## src/rtl/pmc_pkg.sv

```systemverilog
package pmc_pkg;

  typedef enum logic [1:0] {
    SRC_EVENT   = 2'b00,
    SRC_PARTNER = 2'b01,
    SRC_ALWAYS  = 2'b10,
    SRC_RSVD    = 2'b11
  } src_sel_e;

  typedef enum logic [1:0] {
    MODE_LEVEL = 2'b00,
    MODE_EDGE  = 2'b01,
    MODE_LATCH = 2'b10,
    MODE_QUEUE = 2'b11
  } cnt_mode_e;

endpackage

```

## src/rtl/pmc_event_cond.sv

```systemverilog
module pmc_event_cond
  import pmc_pkg::*;
#(
  parameter int NUM_EVT = 8,
  parameter int SEL_W   = 3
) (
  input  logic [NUM_EVT-1:0] evt_vec,
  input  logic [SEL_W-1:0]   evt_idx,
  input  src_sel_e           src_sel,
  input  logic               partner_stat,
  input  logic               invert,
  output logic               cond_evt,
  output logic               src_ok
);

  logic picked_bit;
  logic raw_src;

  // Pick one event bit; an index past the vector reads as 0.
  always_comb begin
    picked_bit = 1'b0;
    for (int i = 0; i < NUM_EVT; i++) begin
      if (evt_idx == SEL_W'(i)) picked_bit = evt_vec[i];
    end
  end

  always_comb begin
    raw_src = 1'b0;
    src_ok  = 1'b1;
    unique case (src_sel)
      SRC_EVENT:   raw_src = picked_bit;
      SRC_PARTNER: raw_src = partner_stat;
      SRC_ALWAYS:  raw_src = 1'b1;
      default: begin
        raw_src = 1'b0;
        src_ok  = 1'b0;
      end
    endcase
  end

  assign cond_evt = raw_src ^ invert;

endmodule

```

## src/rtl/pmc_mode_ctrl.sv

```systemverilog
module pmc_mode_ctrl
  import pmc_pkg::*;
#(
  parameter int CNT_W  = 48,
  parameter int QVAL_W = 8
) (
  input  logic              clk,
  input  logic              rst_n,
  input  logic              en,
  input  logic              clr_all,
  input  logic              clr_latch,
  input  cnt_mode_e         mode,
  input  logic              cond_evt,
  input  logic              src_ok,
  input  logic              q_push,
  input  logic              q_pop,
  input  logic [QVAL_W-1:0] q_val,
  input  logic              q_empty,
  output logic              step_go,
  output logic              step_sub,
  output logic [CNT_W-1:0]  step_val
);

  logic prev_evt;
  logic evt_latch;
  logic empty_seen;

  // Previous conditioned event for rising-edge detection.
  always_ff @(posedge clk or negedge rst_n) begin
    if (!rst_n)       prev_evt <= 1'b0;
    else if (clr_all) prev_evt <= 1'b0;
    else if (en)      prev_evt <= cond_evt;
  end

  // Event latch of the latch-then-count mode.
  always_ff @(posedge clk or negedge rst_n) begin
    if (!rst_n)         evt_latch <= 1'b0;
    else if (clr_all)   evt_latch <= 1'b0;
    else if (clr_latch) evt_latch <= 1'b0;
    else if (en && src_ok && mode == MODE_LATCH && cond_evt)
      evt_latch <= 1'b1;
  end

  // Queue-empty start condition; clr_latch has no effect on it.
  always_ff @(posedge clk or negedge rst_n) begin
    if (!rst_n)       empty_seen <= 1'b0;
    else if (clr_all) empty_seen <= 1'b0;
    else if (en && mode == MODE_QUEUE && q_empty)
      empty_seen <= 1'b1;
  end

  always_comb begin
    step_go  = 1'b0;
    step_sub = 1'b0;
    step_val = '0;
    if (en && src_ok) begin
      unique case (mode)
        MODE_LEVEL: begin
          step_go  = cond_evt;
          step_val = CNT_W'(1);
        end
        MODE_EDGE: begin
          step_go  = cond_evt && !prev_evt;
          step_val = CNT_W'(1);
        end
        MODE_LATCH: begin
          step_go  = !clr_latch && (evt_latch || cond_evt);
          step_val = CNT_W'(1);
        end
        default: begin
          step_go  = empty_seen && (q_push ^ q_pop);
          step_sub = q_pop;
          step_val = CNT_W'(q_val);
        end
      endcase
    end
  end


  queue_wait_chk: assert property (@(posedge clk) disable iff (!rst_n)
    (mode == MODE_QUEUE && !empty_seen) |-> !step_go);


  unit_step_chk: assert property (@(posedge clk) disable iff (!rst_n)
    (step_go && mode != MODE_QUEUE) |-> (step_val == CNT_W'(1) && !step_sub));


  start_kept_chk: assert property (@(posedge clk) disable iff (!rst_n)
    (empty_seen && !clr_all) |=> empty_seen);

endmodule

```

## src/rtl/pmc_accum.sv

```systemverilog
module pmc_accum #(
  parameter int CNT_W = 48
) (
  input  logic             clk,
  input  logic             rst_n,
  input  logic             clr_all,
  input  logic             step_go,
  input  logic             step_sub,
  input  logic [CNT_W-1:0] step_val,
  output logic [CNT_W-1:0] count,
  output logic             ovf
);

  logic [CNT_W:0]   sum_ext;
  logic [CNT_W-1:0] diff;

  assign sum_ext = {1'b0, count} + {1'b0, step_val};
  assign diff    = count - step_val;

  always_ff @(posedge clk or negedge rst_n) begin
    if (!rst_n) begin
      count <= '0;
      ovf   <= 1'b0;
    end else if (clr_all) begin
      count <= '0;
      ovf   <= 1'b0;
    end else if (step_go) begin
      if (step_sub) begin
        count <= diff;
      end else begin
        count <= sum_ext[CNT_W-1:0];
        ovf   <= ovf | sum_ext[CNT_W];
      end
    end
  end


  ovf_sticky_chk: assert property (@(posedge clk) disable iff (!rst_n)
    (ovf && !clr_all) |=> ovf);


  sub_no_flag_chk: assert property (@(posedge clk) disable iff (!rst_n)
    (step_go && step_sub && !ovf && !clr_all) |=> !ovf);

endmodule

```

## src/rtl/perf_event_counter.sv

```systemverilog
module perf_event_counter
  import pmc_pkg::*;
#(
  parameter int  CNT_W     = 48,
  parameter int  NUM_EVT   = 8,
  parameter int  QVAL_W    = 8,
  localparam int EVT_SEL_W = (NUM_EVT > 1) ? $clog2(NUM_EVT) : 1
) (
  input  logic                 clk,
  input  logic                 rst_n,
  input  logic                 glb_en,
  input  logic [NUM_EVT-1:0]   evt_vec,
  input  logic [EVT_SEL_W-1:0] evt_idx,
  input  logic [1:0]           src_sel,
  input  logic                 invert,
  input  logic [1:0]           mode,
  input  logic                 partner_stat,
  input  logic                 q_push,
  input  logic                 q_pop,
  input  logic [QVAL_W-1:0]    q_val,
  input  logic                 q_empty,
  input  logic                 cnt_rst,
  input  logic                 glob_rst,
  input  logic                 clr_latch,
  output logic [CNT_W-1:0]     count,
  output logic                 ovf
);

  logic             clr_all;
  logic             cond_evt;
  logic             src_ok;
  logic             step_go;
  logic             step_sub;
  logic [CNT_W-1:0] step_val;

  assign clr_all = cnt_rst | glob_rst;

  pmc_event_cond #(
    .NUM_EVT (NUM_EVT),
    .SEL_W   (EVT_SEL_W)
  ) u_cond (
    .evt_vec      (evt_vec),
    .evt_idx      (evt_idx),
    .src_sel      (src_sel_e'(src_sel)),
    .partner_stat (partner_stat),
    .invert       (invert),
    .cond_evt     (cond_evt),
    .src_ok       (src_ok)
  );

  pmc_mode_ctrl #(
    .CNT_W  (CNT_W),
    .QVAL_W (QVAL_W)
  ) u_mode (
    .clk       (clk),
    .rst_n     (rst_n),
    .en        (glb_en),
    .clr_all   (clr_all),
    .clr_latch (clr_latch),
    .mode      (cnt_mode_e'(mode)),
    .cond_evt  (cond_evt),
    .src_ok    (src_ok),
    .q_push    (q_push),
    .q_pop     (q_pop),
    .q_val     (q_val),
    .q_empty   (q_empty),
    .step_go   (step_go),
    .step_sub  (step_sub),
    .step_val  (step_val)
  );

  pmc_accum #(
    .CNT_W (CNT_W)
  ) u_acc (
    .clk      (clk),
    .rst_n    (rst_n),
    .clr_all  (clr_all),
    .step_go  (step_go),
    .step_sub (step_sub),
    .step_val (step_val),
    .count    (count),
    .ovf      (ovf)
  );


  frozen_when_off_chk: assert property (@(posedge clk) disable iff (!rst_n)
    (!glb_en && !clr_all) |=> (count == $past(count) && ovf == $past(ovf)));


  reset_priority_chk: assert property (@(posedge clk) disable iff (!rst_n)
    clr_all |=> (count == '0 && !ovf));


  reserved_hold_chk: assert property (@(posedge clk) disable iff (!rst_n)
    (src_sel == 2'b11 && !clr_all) |=> count == $past(count));

endmodule

```

## config.mk

```make
export PLATFORM = sky130hd
export DESIGN_NAME = perf_event_counter
export DESIGN_NICKNAME = d
export VERILOG_FILES = /design/src/rtl/pmc_pkg.sv /design/src/rtl/pmc_event_cond.sv /design/src/rtl/pmc_mode_ctrl.sv /design/src/rtl/pmc_accum.sv /design/src/rtl/perf_event_counter.sv
export SDC_FILE = /design/constraint.sdc
export NUM_CORES = 1
export LEC_CHECK = 0
export ABC_AREA = 0
export BUFFER_PORTS_ARGS = -buffer_cell sky130_fd_sc_hd__buf_4
export CORE_MARGIN = 1.5
export CORE_UTILIZATION = 59
export DETAILED_ROUTE_END_ITERATION = 16
export GPL_ROUTABILITY_DRIVEN = 0
export HOLD_SLACK_MARGIN = 0.03
export PLACE_DENSITY_LB_ADDON = 0.25
export SYNTH_ARGS = -nofsm -noshare
export SYNTH_HDL_FRONTEND = slang
export SYNTH_SLANG_ARGS = --single-unit
```

## constraint.sdc

```tcl
create_clock -name clk -period 5.1 [get_ports clk]
set_input_delay 0.51 -clock clk [delete_from_list [all_inputs] [get_ports clk]]
set_output_delay 0.51 -clock clk [all_outputs]
set_load 0.1 [all_outputs]
```

-- Yosys cells after proc, flatten, opt, wreduce, memory -nomap -nowiden
Index checks and enable logic that the tools add are counted.
- bits of input ports: 34
- register bits: 52
- output and inout port bits: 49
- logic and storage cells: 74
- reduce and logical (&&, ||, !) cells: 21
- multiplexer cells: 29
- add/sub/neg operators: 2
- equal/unequal tests: 13
- bitwise logic cells: 4
- operators by type and width (cell ; count):
    48-bit 2-to-1 mux ; 4
    48-bit by 48-bit adder with 49-bit output ; 1
    48-bit subtractor ; 1
    1-bit 2-to-1 mux ; 22
    3-bit == test (second input constant) ; 4
    1-bit logical AND ; 8
    8-bit 2-to-1 mux ; 1
    2-bit == test (second input constant) ; 3
    3-bit by 2-bit == test with 1-bit output (second input constant) ; 2
    1-bit case mux with 3 select lines ; 2
    2-bit nonzero test ; 3
    3-bit OR reduction ; 2
    2-bit by 1-bit == test with 1-bit output (second input constant) ; 2
    2-bit zero test ; 2
    3-bit by 1-bit == test with 1-bit output (second input constant) ; 1
    3-bit zero test ; 1
    3-bit nonzero test ; 1
    1-bit zero test ; 2
    2-bit inequality test (second input constant) ; 1
    1-bit OR ; 2
    2-bit AND reduction ; 1
    1-bit bitwise XOR ; 2
    1-bit logical OR ; 1

-- Depth between registers and ports, before layout
Gate-level depths: netlist of the first run.
- depth in word-level cells: 17
- mapped depth: 14
- mapped depth without buffers: 13

-- Modules after synthesis
A second synthesis of the first run with hierarchy kept.
- cell total of the unflattened synthesis: 1152
- area, all modules: 8514.4 µm²
- modules (own cells, without submodules) (module ; area each (µm²) ; instances ; cells an instance ; sequential area each (µm²)):
    pmc_accum ; 7848.8 ; 1 ; 1073 ; 1226.2
    pmc_mode_ctrl ; 558.0 ; 1 ; 70 ; 75.1
    pmc_event_cond ; 101.3 ; 1 ; 8 ; 0.0
    perf_event_counter ; 6.3 ; 1 ; 1 ; 0.0

-- Worst setup path before layout of the first run
OpenSTA, ideal clock, no wires.
- path type: input port to flip-flop
- start: in glb_en
- end: reg u_acc.count[22]
- slack: 1623 ps
- path buffers: 1
- arrival: 3399 ps
- data required time: 5022 ps
- library setup time: 78 ps
- cell stages on the path: 12
- cell sequence: a21bo_2 -> nor2_1 -> nand2_1 -> fa_1 -> a211oi_1 -> nor4b_1 -> or4_1 -> clkbuf_1 -> nor3_1 -> a31oi_1 -> or4_1 -> a21oi_1
- cells in the longest elaborated chain, start to end: 6
- elaborated cells on any way between the ends: 10
- classes of those cells: add/sub (2); mux (6); reduce/logical (2)
- ends and longest elaborated chain (element ; RTL line ; text):
    from (decl) ; perf_event_counter.sv:11 ; input logic glb_en,
    1-bit logical AND * ; pmc_mode_ctrl.sv:56 ; if (en && src_ok) begin
    48-bit 2-to-1 mux ; pmc_mode_ctrl.sv:56 ;
    48-bit by 48-bit adder with 49-bit output / 48-bit subtractor (equally long branches) ; pmc_accum.sv:17, pmc_accum.sv:18 ;
    48-bit 2-to-1 mux ; pmc_accum.sv:28 ; if (step_sub) begin
    48-bit 2-to-1 mux ; pmc_accum.sv:27 ; end else if (step_go) begin
    48-bit 2-to-1 mux ; pmc_accum.sv:24 ; end else if (clr_all) begin
    to (signal assigned) ; pmc_accum.sv:29 ; count <= diff;
    to (signal assigned) ; pmc_accum.sv:31 ; count <= sum_ext[CNT_W-1:0];
    to (decl) ; pmc_accum.sv:10 ; output logic [CNT_W-1:0] count,
Mark *: on every way between the ends. The rest lies on a longest branch, timed or not. The select of a mux whose other input is x is not followed.
A chain may end at the register's enable or synchronous reset.

-- Worst setup path after layout of the first run
- start: in src_sel[0]
- end: reg u_acc.count[34]
- cells in the longest elaborated chain, start to end: 9
- elaborated cells on any way between the ends: 21
- classes of those cells: add/sub (2); eq/ne (2); mux (9); bitwise (1); reduce/logical (7)
- ends and longest elaborated chain (element ; RTL line ; text):
    from (decl) ; perf_event_counter.sv:14 ; input logic [1:0] src_sel,
    2-bit by 1-bit == test with 1-bit output, or another cell as far along ; pmc_event_cond.sv:30 ; unique case (src_sel)
    3-bit OR reduction (no source line) ; n/a ;
    1-bit 2-to-1 mux ; pmc_event_cond.sv:30 ;
    1-bit logical AND ; pmc_mode_ctrl.sv:56 ;
    48-bit 2-to-1 mux ; pmc_mode_ctrl.sv:56 ;
    48-bit by 48-bit adder with 49-bit output / 48-bit subtractor (equally long branches) ; pmc_accum.sv:17, pmc_accum.sv:18 ;
    48-bit 2-to-1 mux ; pmc_accum.sv:28 ;
    48-bit 2-to-1 mux ; pmc_accum.sv:27 ;
    48-bit 2-to-1 mux ; pmc_accum.sv:24 ;
Parallel ways exist; a longest one is shown, timed or not. The select of a mux whose other input is x is not followed.

==> run_results.csv, run 1 <==
group,metric,value,unit
critical_path,max_stage_delay,0.57,ns
route,drcViolationCount,0,
critical_path,crit_chain,"buf_4 > a21bo_2 > nor2_1 > nand2_1 > fa_1 > a211oi_1 > nor4b_1 > or4_1 > nor4_1 > a41oi_1 > or4_1 > nand2_1",
route,routed.top_layer,"met4",
die,coreArea,7370,um^2
timing,setup_tns,0,ns
cells_and_area,synthToLayoutAreaGrowth,15.6,%
synth,synth_cell_types,79,
global_route,grt_pass1_wl,22800,um
flow_run,drv_cap,0,
cells_and_area,final_cell_area,5300,um^2
route,ant_nets,0,
global_route,grtUsageTotal,0.338,
cells_and_area,multi_input_area,3060,um^2
synth,synth_area,4590,um^2
route,via_count,5151,
global_route,antenna_found_initial,0,
synth,synth_top_cell_area_share,0.284,
cts,clk_path_buf_depth,2,
global_route,grt_max_degree,53,
cts,cts_resized,0,
critical_path,crit_fanout,7,
critical_path,r2r_start,"u_acc.count[0]$_DFFE_PN0P_",
timing,hold_viol,0,
critical_path,arrival,4.16,ns
timing,max_freq,257,MHz
cells_and_area,n_antenna_cell,0,
synth,async_reset_ff_frac,1.00,
critical_path,critPathRequiredTime,5.36,ns
timing,setup_viol,0,
timing,period_minus_slack,3.90,ns
place,dpl_cell_area,5190,um^2
route,wl_met2,6240,um
route,m1WireLength,5620,um
timing,worst_slew_pin_slew,1.05,ns
synth,synth_flop_cell,"dfrtp_1",
die,io_pins,83,
power,power.total,0.945,mW
cells_and_area,drive_gt1_frac,0.193,
cts,clk_latency,0.32,ns
cts,cts.sinks,52,
timing,rsz0062_at_grt,"no",
critical_path,cpMaxStageDelayCell,"or4_1",
power,p_leak,2.25,nW
cts,cts_root_buf,"clkbuf_8",
cts,cts_tree,"done",
critical_path,critPathCaptureType,"flip-flop",
route,first_pass_iters,6,
route,routedWlPerCell,18.9,um
outcome,status,"completed",
cts,h-tree-depth,2,
die,die_w,91.2,um
place,dpl.hpwl,10100,um
cts,post_cts_buffers,0,
cells_and_area,fillers,607,
cts,clk_pin_slew_worst_paths,0.11,ns
critical_path,critPathKind,"primary input to flip-flop",
power,ir_drop,125,uV
synth,netlist_top_cells_area,"dfrtp_1 28%, a21oi_1 5.2%, nor2_1 4.4%",
cells_and_area,layout.nets,692,
die,die_h,91.2,um
global_route,grt_pass1_vias,4715,
place,dp.cells,732,
critical_path,worstSetupStartpointType,"primary input",
cells_and_area,sequential_cell_area,1300,um^2
cells_and_area,stdcell_count,740,
critical_path,rrSetupSlack,1.70,ns
route,routed_wl,14000,um
timing,maxSlewViolCount,0,
cells_and_area,utilization,0.720,
timing,setup_ws,1.20,ns
synth,synthCells,581,
die,rows,31,
route,via_per_inst,6.96,
synth,synth_edf_count,0,
global_route,grt_overflow,0,
cts,cts_hold_buf,0,
synth,synth_top_area_cell,"dfrtp_1",
cts,cts_buffers,5,
place,dp_slack,1.01,ns
min_path,hold_class,"primary input to asynchronous set/reset pin",
critical_path,r2r_end,"u_acc.count[34]$_DFFE_PN0P_",
critical_path,worstRegToRegCells,11,
die,die_area,8310,um^2
route,dr_wl_met3,1660,um
synth,ys_ff_latch,52,
power,power.density,178,nW/um^2
route,dr.first_iter.drc_count,643,
timing,skew,0.00981,ns
synth,yosys_warnings,0,
synth,yosysSeqAreaShare,0.284,
place,numPortBuffers,82,
timing,finalCritPeriodShare,0.764,
die,start_util,0.622,
synth,syn_area_per_cell,7.89,um^2
timing,slew_headroom,0.294,
timing,whs,0.234,ns
synth,syn_nets,633,
==> worst max path at each step <==
stage | start | end | slack [ns] | cells after the start
finish | src_sel[0] | u_acc.count[34]$_DFFE_PN0P_ | 1.20 | 12
global route | src_sel[0] | u_acc.count[34]$_DFFE_PN0P_ | 1.01 | 12
CTS | src_sel[0] | u_acc.count[34]$_DFFE_PN0P_ | 1.32 | 12
detailed placement | src_sel[0] | u_acc.count[34]$_DFFE_PN0P_ | 1.01 | 12
global placement | src_sel[0] | u_acc.count[34]$_DFFE_PN0P_ | 1.15 | 12
floorplan | glb_en | u_acc.count[22]$_DFFE_PN0P_ | 1.62 | 12
==> synth_stat cells (3+ instances only) <==
cell	n
nor2_1	54
dfrtp_1	52
nand2_1	51
a21oi_1	48
o21ai_0	33
nand3_1	26
clkbuf_1	24
nor3_1	23
or3_1	22
or4_1	20
o31ai_1	18
inv_1	17
a31oi_1	16
ha_1	16
nand4_1	11
nor4_1	11
a211oi_1	10
and2_1	5
and3_1	5
nor2b_1	5
o21a_1	5
and3_2	4
and4_1	4
mux2i_1	4
o22ai_1	4
or2_2	4
xnor2_1	4
a32oi_1	3
mux2_2	3
nand2b_1	3
nand4b_1	3
nor3b_1	3
o22a_1	3
o31a_1	3
o32a_1	3
xor2_1	3
==> kinds of logic after synthesis <==
group,count (synthesis),share of synthesized area
AO/OA/AOI/OAI,175,0.253
adder cells (fa/ha/maj),18,0.0524
AND/OR/NAND/NOR,269,0.320
buffers and inverters,50,0.0488
XOR/XNOR,7,0.0134
multiplexers,10,0.0289
flip-flops,52,0.284
==> cell type report <==
type,count,share of cell area
Timing Repair Buffer,85,0.120
Clock buffer,5,0.0130
Multi-Input combinational cell,479,0.577
Sequential cell,52,0.245
Clock inverter,3,0.00873
Tap cell,99,0.0234
Inverter,17,0.0120
==> flip-flops by register name (all words and copies together) (netlist names) <==
| register | cells |
|---|---|
| u_acc.ovf | 1 |
| u_mode.empty_seen | 1 |
| u_mode.evt_latch | 1 |
| u_acc.count | 48 |
| u_mode.prev_evt | 1 |
==> cell usage in the layout (no fill, tap or decap), drive strengths merged, types with 3 or more instances in the layout <==
| cell | n |
|---|---|
| nor2 | 54 |
| nor4 | 11 |
| buf | 85 |
| or3 | 25 |
| and3 | 9 |
| nand3 | 26 |
| xor2 | 3 |
| or2 | 4 |
| and2 | 7 |
| nand4b | 3 |
| o22a | 3 |
| nand2 | 51 |
| xnor2 | 4 |
| a211oi | 10 |
| o31a | 3 |
| clkbuf | 5 |
| nor4b | 4 |
| o31ai | 18 |
| o21ai | 33 |
| nor2b | 5 |
| nor3b | 3 |
| dfrtp | 52 |
| a21oi | 49 |
| inv | 18 |
| and4 | 5 |
| o22ai | 4 |
| nand4 | 11 |
| o32a | 4 |
| mux2i | 5 |
| nor3 | 23 |
| a22oi | 4 |
| mux2 | 3 |
| a32oi | 3 |
| ha | 16 |
| or4 | 21 |
| o21a | 5 |
| a31oi | 16 |
| nand2b | 3 |
==> where the power goes <==
group	total (mW)	switching, mW	internal [mW]
clock network	0.307	0.159	0.148
logic	0.218	0.143	0.0748
registers	0.420	0.00456	0.415
==> critical path: cells and delay by family <==
family | cells | cell delay, ns
and+or+nand+nor | 7 | 2.19
AOI/OAI and AO/OA | 3 | 0.88
adders and majority gates | 1 | 0.46
buffers and inverters | 1 | 0.13
==> routing by layer <==
layer / GRT usage / vias to the layer above
met5: 0 / -
met4: 0.146 / 0
met3: 0.0729 / 64
met2: 0.521 / 366
met1: 0.456 / 2379
li1: - / 2342
(Power assumes the default switching activity.)
==> inputs of run 2 (changes only) <==
--- a/config.mk
+++ b/config.mk
@@ -5,10 +5,10 @@
 export SDC_FILE = /design/constraint.sdc
 export NUM_CORES = 1
 export LEC_CHECK = 0
-export ABC_AREA = 0
+export ABC_AREA = 1
 export BUFFER_PORTS_ARGS = -buffer_cell sky130_fd_sc_hd__buf_4
 export CORE_MARGIN = 1.5
-export CORE_UTILIZATION = 59
+export CORE_UTILIZATION = 55
 export DETAILED_ROUTE_END_ITERATION = 16
 export GPL_ROUTABILITY_DRIVEN = 0
 export HOLD_SLACK_MARGIN = 0.03
==> constraint.sdc (replaced) <==
create_clock -name clk -period 3.3 [get_ports clk]
set_input_delay 0.33 -clock clk [delete_from_list [all_inputs] [get_ports clk]]
set_output_delay 0.33 -clock clk [all_outputs]
set_load 0.1 [all_outputs]
==> run_results.csv, run 2 <==
group,metric,value,unit
outcome,status,"completed",
timing,worst_slew_pin_slew,0.874,ns
cells_and_area,drive_gt1_frac,0.0962,
route,dr.first_iter.drc_count,856,
place,numPortBuffers,82,
min_path,hold_class,"primary input to asynchronous set/reset pin",
die,coreArea,12500,um^2
critical_path,crit_fanout,10,
critical_path,critPathKind,"primary input to flip-flop",
timing,max_freq,352,MHz
synth,synth_top_area_cell,"nand2_1",
route,via_count,8316,
synth,yosysSeqAreaShare,0.186,
power,power.density,257,nW/um^2
synth,synth_top_cell_area_share,0.295,
die,die_area,13400,um^2
route,via_per_inst,5.39,
critical_path,cpMostUsedCell,"nand2_1",
critical_path,critPathLaunch,"glb_en",
critical_path,cpMaxStageDelayCell,"fa_1",
global_route,grt_pass1_vias,7377,
synth,syn_area_per_cell,5.27,um^2
synth,synthXorXnorAreaFrac,0.0425,
place,dpl.hpwl,17500,um
die,rows,41,
cells_and_area,layout.nets,1423,
synth,synth_top_family_by_area,"simple AND/OR/NAND/NOR gates",
global_route,grt_pass1_wl,37000,um
cts,cts_tree,"done",
critical_path,critPathRequiredTime,3.50,ns
synth,synth_flop_cell,"dfrtp_1",
synth,synth_cell_types,34,
synth,synth_top_cells_by_count,"550 x nand2_1, 212 x nor2_1, 137 x inv_1, 129 x nand3_1, 52 x dfrtp_1",
synth,synth-compound-area-share,0.0452,
synth,yosys.area_share.adder,0.0343,
synth,synth_area,7010,um^2
power,p_leak,4.43,nW
timing,period_minus_slack,2.84,ns
route,first_pass_iters,6,
synth,synth_edf_count,0,
synth,yosys_warnings,0,
cts,clk_latency,0.31,ns
power,ir_drop,201,uV
critical_path,r2r_start,"u_acc.count[0]$_DFFE_PN0P_",
global_route,antenna_found_initial,0,
cts,cts_hold_buf,0,
die,die_w,116,um
critical_path,arrival,3.04,ns
critical_path,max_stage_delay,0.40,ns
synth,yosys.area_share.simple,0.576,
place,dp_slack,0.200,ns
die,start_util,0.560,
die,io_pins,83,
critical_path,crit_chain,"buf_4 > inv_1 > a21oi_4 > inv_1 > nor2_1 > ha_1 > inv_1 > fa_1 > nand3_1 > nand2_1 > nand2_2 > nand2_2 > nor2_1 > inv_1 > nor2_1 > nand2_1 > nand2_1 > nand2_1 > nand2_1 > nor2_1 > nand2_1 > nand2_1",
cts,clk_path_buf_depth,2,
critical_path,worstSetupStartpointType,"primary input",
cells_and_area,synthToLayoutAreaGrowth,10.7,%
timing,maxSlewViolCount,0,
synth,muxShareOfSynthArea,0,
cells_and_area,largest_reg_flops,48,
timing,finalCritPeriodShare,0.861,
timing,setup_ws,0.460,ns
cts,cts_buffers,5,
global_route,grtUsageTotal,0.350,
global_route,grt_max_degree,59,
cells_and_area,utilization,0.620,
synth,synthCells,1329,
cells_and_area,stdcell_count,1544,
cells_and_area,final_cell_mix,"550 x nand2_1, 211 x nor2_1, 137 x inv_1",
cts,cts.sinks,52,
timing,slew_headroom,0.417,
cells_and_area,n_antenna_cell,0,
synth,async_reset_ff_frac,1.00,
synth,yosysMostFrequentCell,"nand2_1",
cells_and_area,top_register,"u_acc.count",
route,drcViolationCount,0,
synth,syn_nets,1381,
cts,cts_root_buf,"clkbuf_16",
timing,setup_viol,0,
die,die_h,116,um
cts,cts_resized,0,
global_route,grt_overflow,0,
timing,hold_viol,0,
timing,setup_tns,0,ns
flow_run,drv_cap,0,
cells_and_area,final_common_cell,"nand2_1",
place,dp.cells,1536,
cts,clk_pin_slew_worst_paths,0.07,ns
route,routedWlPerCell,14.7,um
route,routed_wl,22600,um
cts,post_cts_buffers,0,
route,ant_nets,0,
cts,h-tree-depth,2,
timing,skew,0.00610,ns
synth,netlist_top_cells_area,"nand2_1 29%, dfrtp_1 19%, nor2_1 11%",
synth,ys_ff_latch,52,
timing,rsz0062_at_grt,"no",
critical_path,critPathCaptureType,"flip-flop",
[run 2: cell types whose count changed in the layout (fill, tap and decap cells not counted), moves of 17 or more]
cell and change:
nand2_1 +499, nor2_1 +157, inv_1 +120, nand3_1 +103, a21oi_1 -38, xor2_1 +27
or3_1 -22, or4_1 -20, o31ai_1 -18, nand4_1 +17
[run 2: worst paths after layout]
| path | end | slack (ns) | cells after the start |
|---|---|---|---|
| hold / removal | u_acc.count[5]$_DFFE_PN0P_ | 0.06 | 1 |
| max in group asynchronous | u_acc.count[38]$_DFFE_PN0P_ | 2.78 | 1 |
| setup / recovery | u_acc.count[44]$_DFFE_PN0P_ | 0.46 | 22 |
| hold reg to reg | u_mode.prev_evt$_DFFE_PN0P_ | 0.52 | 2 |
| setup reg to reg | u_acc.count[44]$_DFFE_PN0P_ | 0.70 | 18 |
| min in group clk | u_mode.evt_latch$_DFFE_PN0P_ | 0.18 | 2 |
[run 2: routing by layer]
| layer | vias up | global-route usage | routed length (um) | share of wire |
|---|---|---|---|---|
| li1 | 4191 | - | - | - |
| met1 | 3652 | 0.477 | 9530 | 0.42 |
| met2 | 407 | 0.550 | 9940 | 0.44 |
| met3 | 66 | 0.0544 | 2160 | 0.096 |
| met4 | 0 | 0.154 | 986 | 0.044 |
| met5 | - | 0 | 0 | 0 |
[run 2: cell families after synthesis]
kind of cell,count (synthesis)
and+or+nand+nor,973
buffers and inverters,196
AOI/OAI and AO/OA,56
DFF,52
xor gates and xnor gates,34
adders and majority gates,18
[run 2: area by class of cell]
class	count	area (um^2)
fill	1319	4760
timing repair buffer	88	661
sequential	52	1300
multi-input combinational	1081	4890
tap	172	215
clock buffer	8	146
inverter	143	537
[run 2: power by group]
group / internal, mW / leakage (nW) / switching [mW] / total [mW]
combinational: 0.234 / 3.64 / 0.527 / 0.761
clock: 0.304 / 0.0712 / 0.258 / 0.562
sequential: 0.646 / 0.723 / 0.0247 / 0.671
[run 2: stage by stage]
step	total power, mW	hold WS (ns)	area, um^2
2_1_floorplan	1.24	0.0344	7010
4_1_cts	1.99	0.0923	7750
5_1_grt	2.12	0.132	7750
6_report	1.99	0.0636	7750
3_5_place_dp	1.43	0.427	7610
3_3_place_gp	1.42	0.424	7610
[run 2: critical path, delay by kind of cell]
family	cells	cell delay, ns
AO/OA/AOI/OAI	1	0.27
buffers and inverters	5	0.45
AND/OR/NAND/NOR	14	1.42
adder cells (fa/ha/maj)	2	0.58
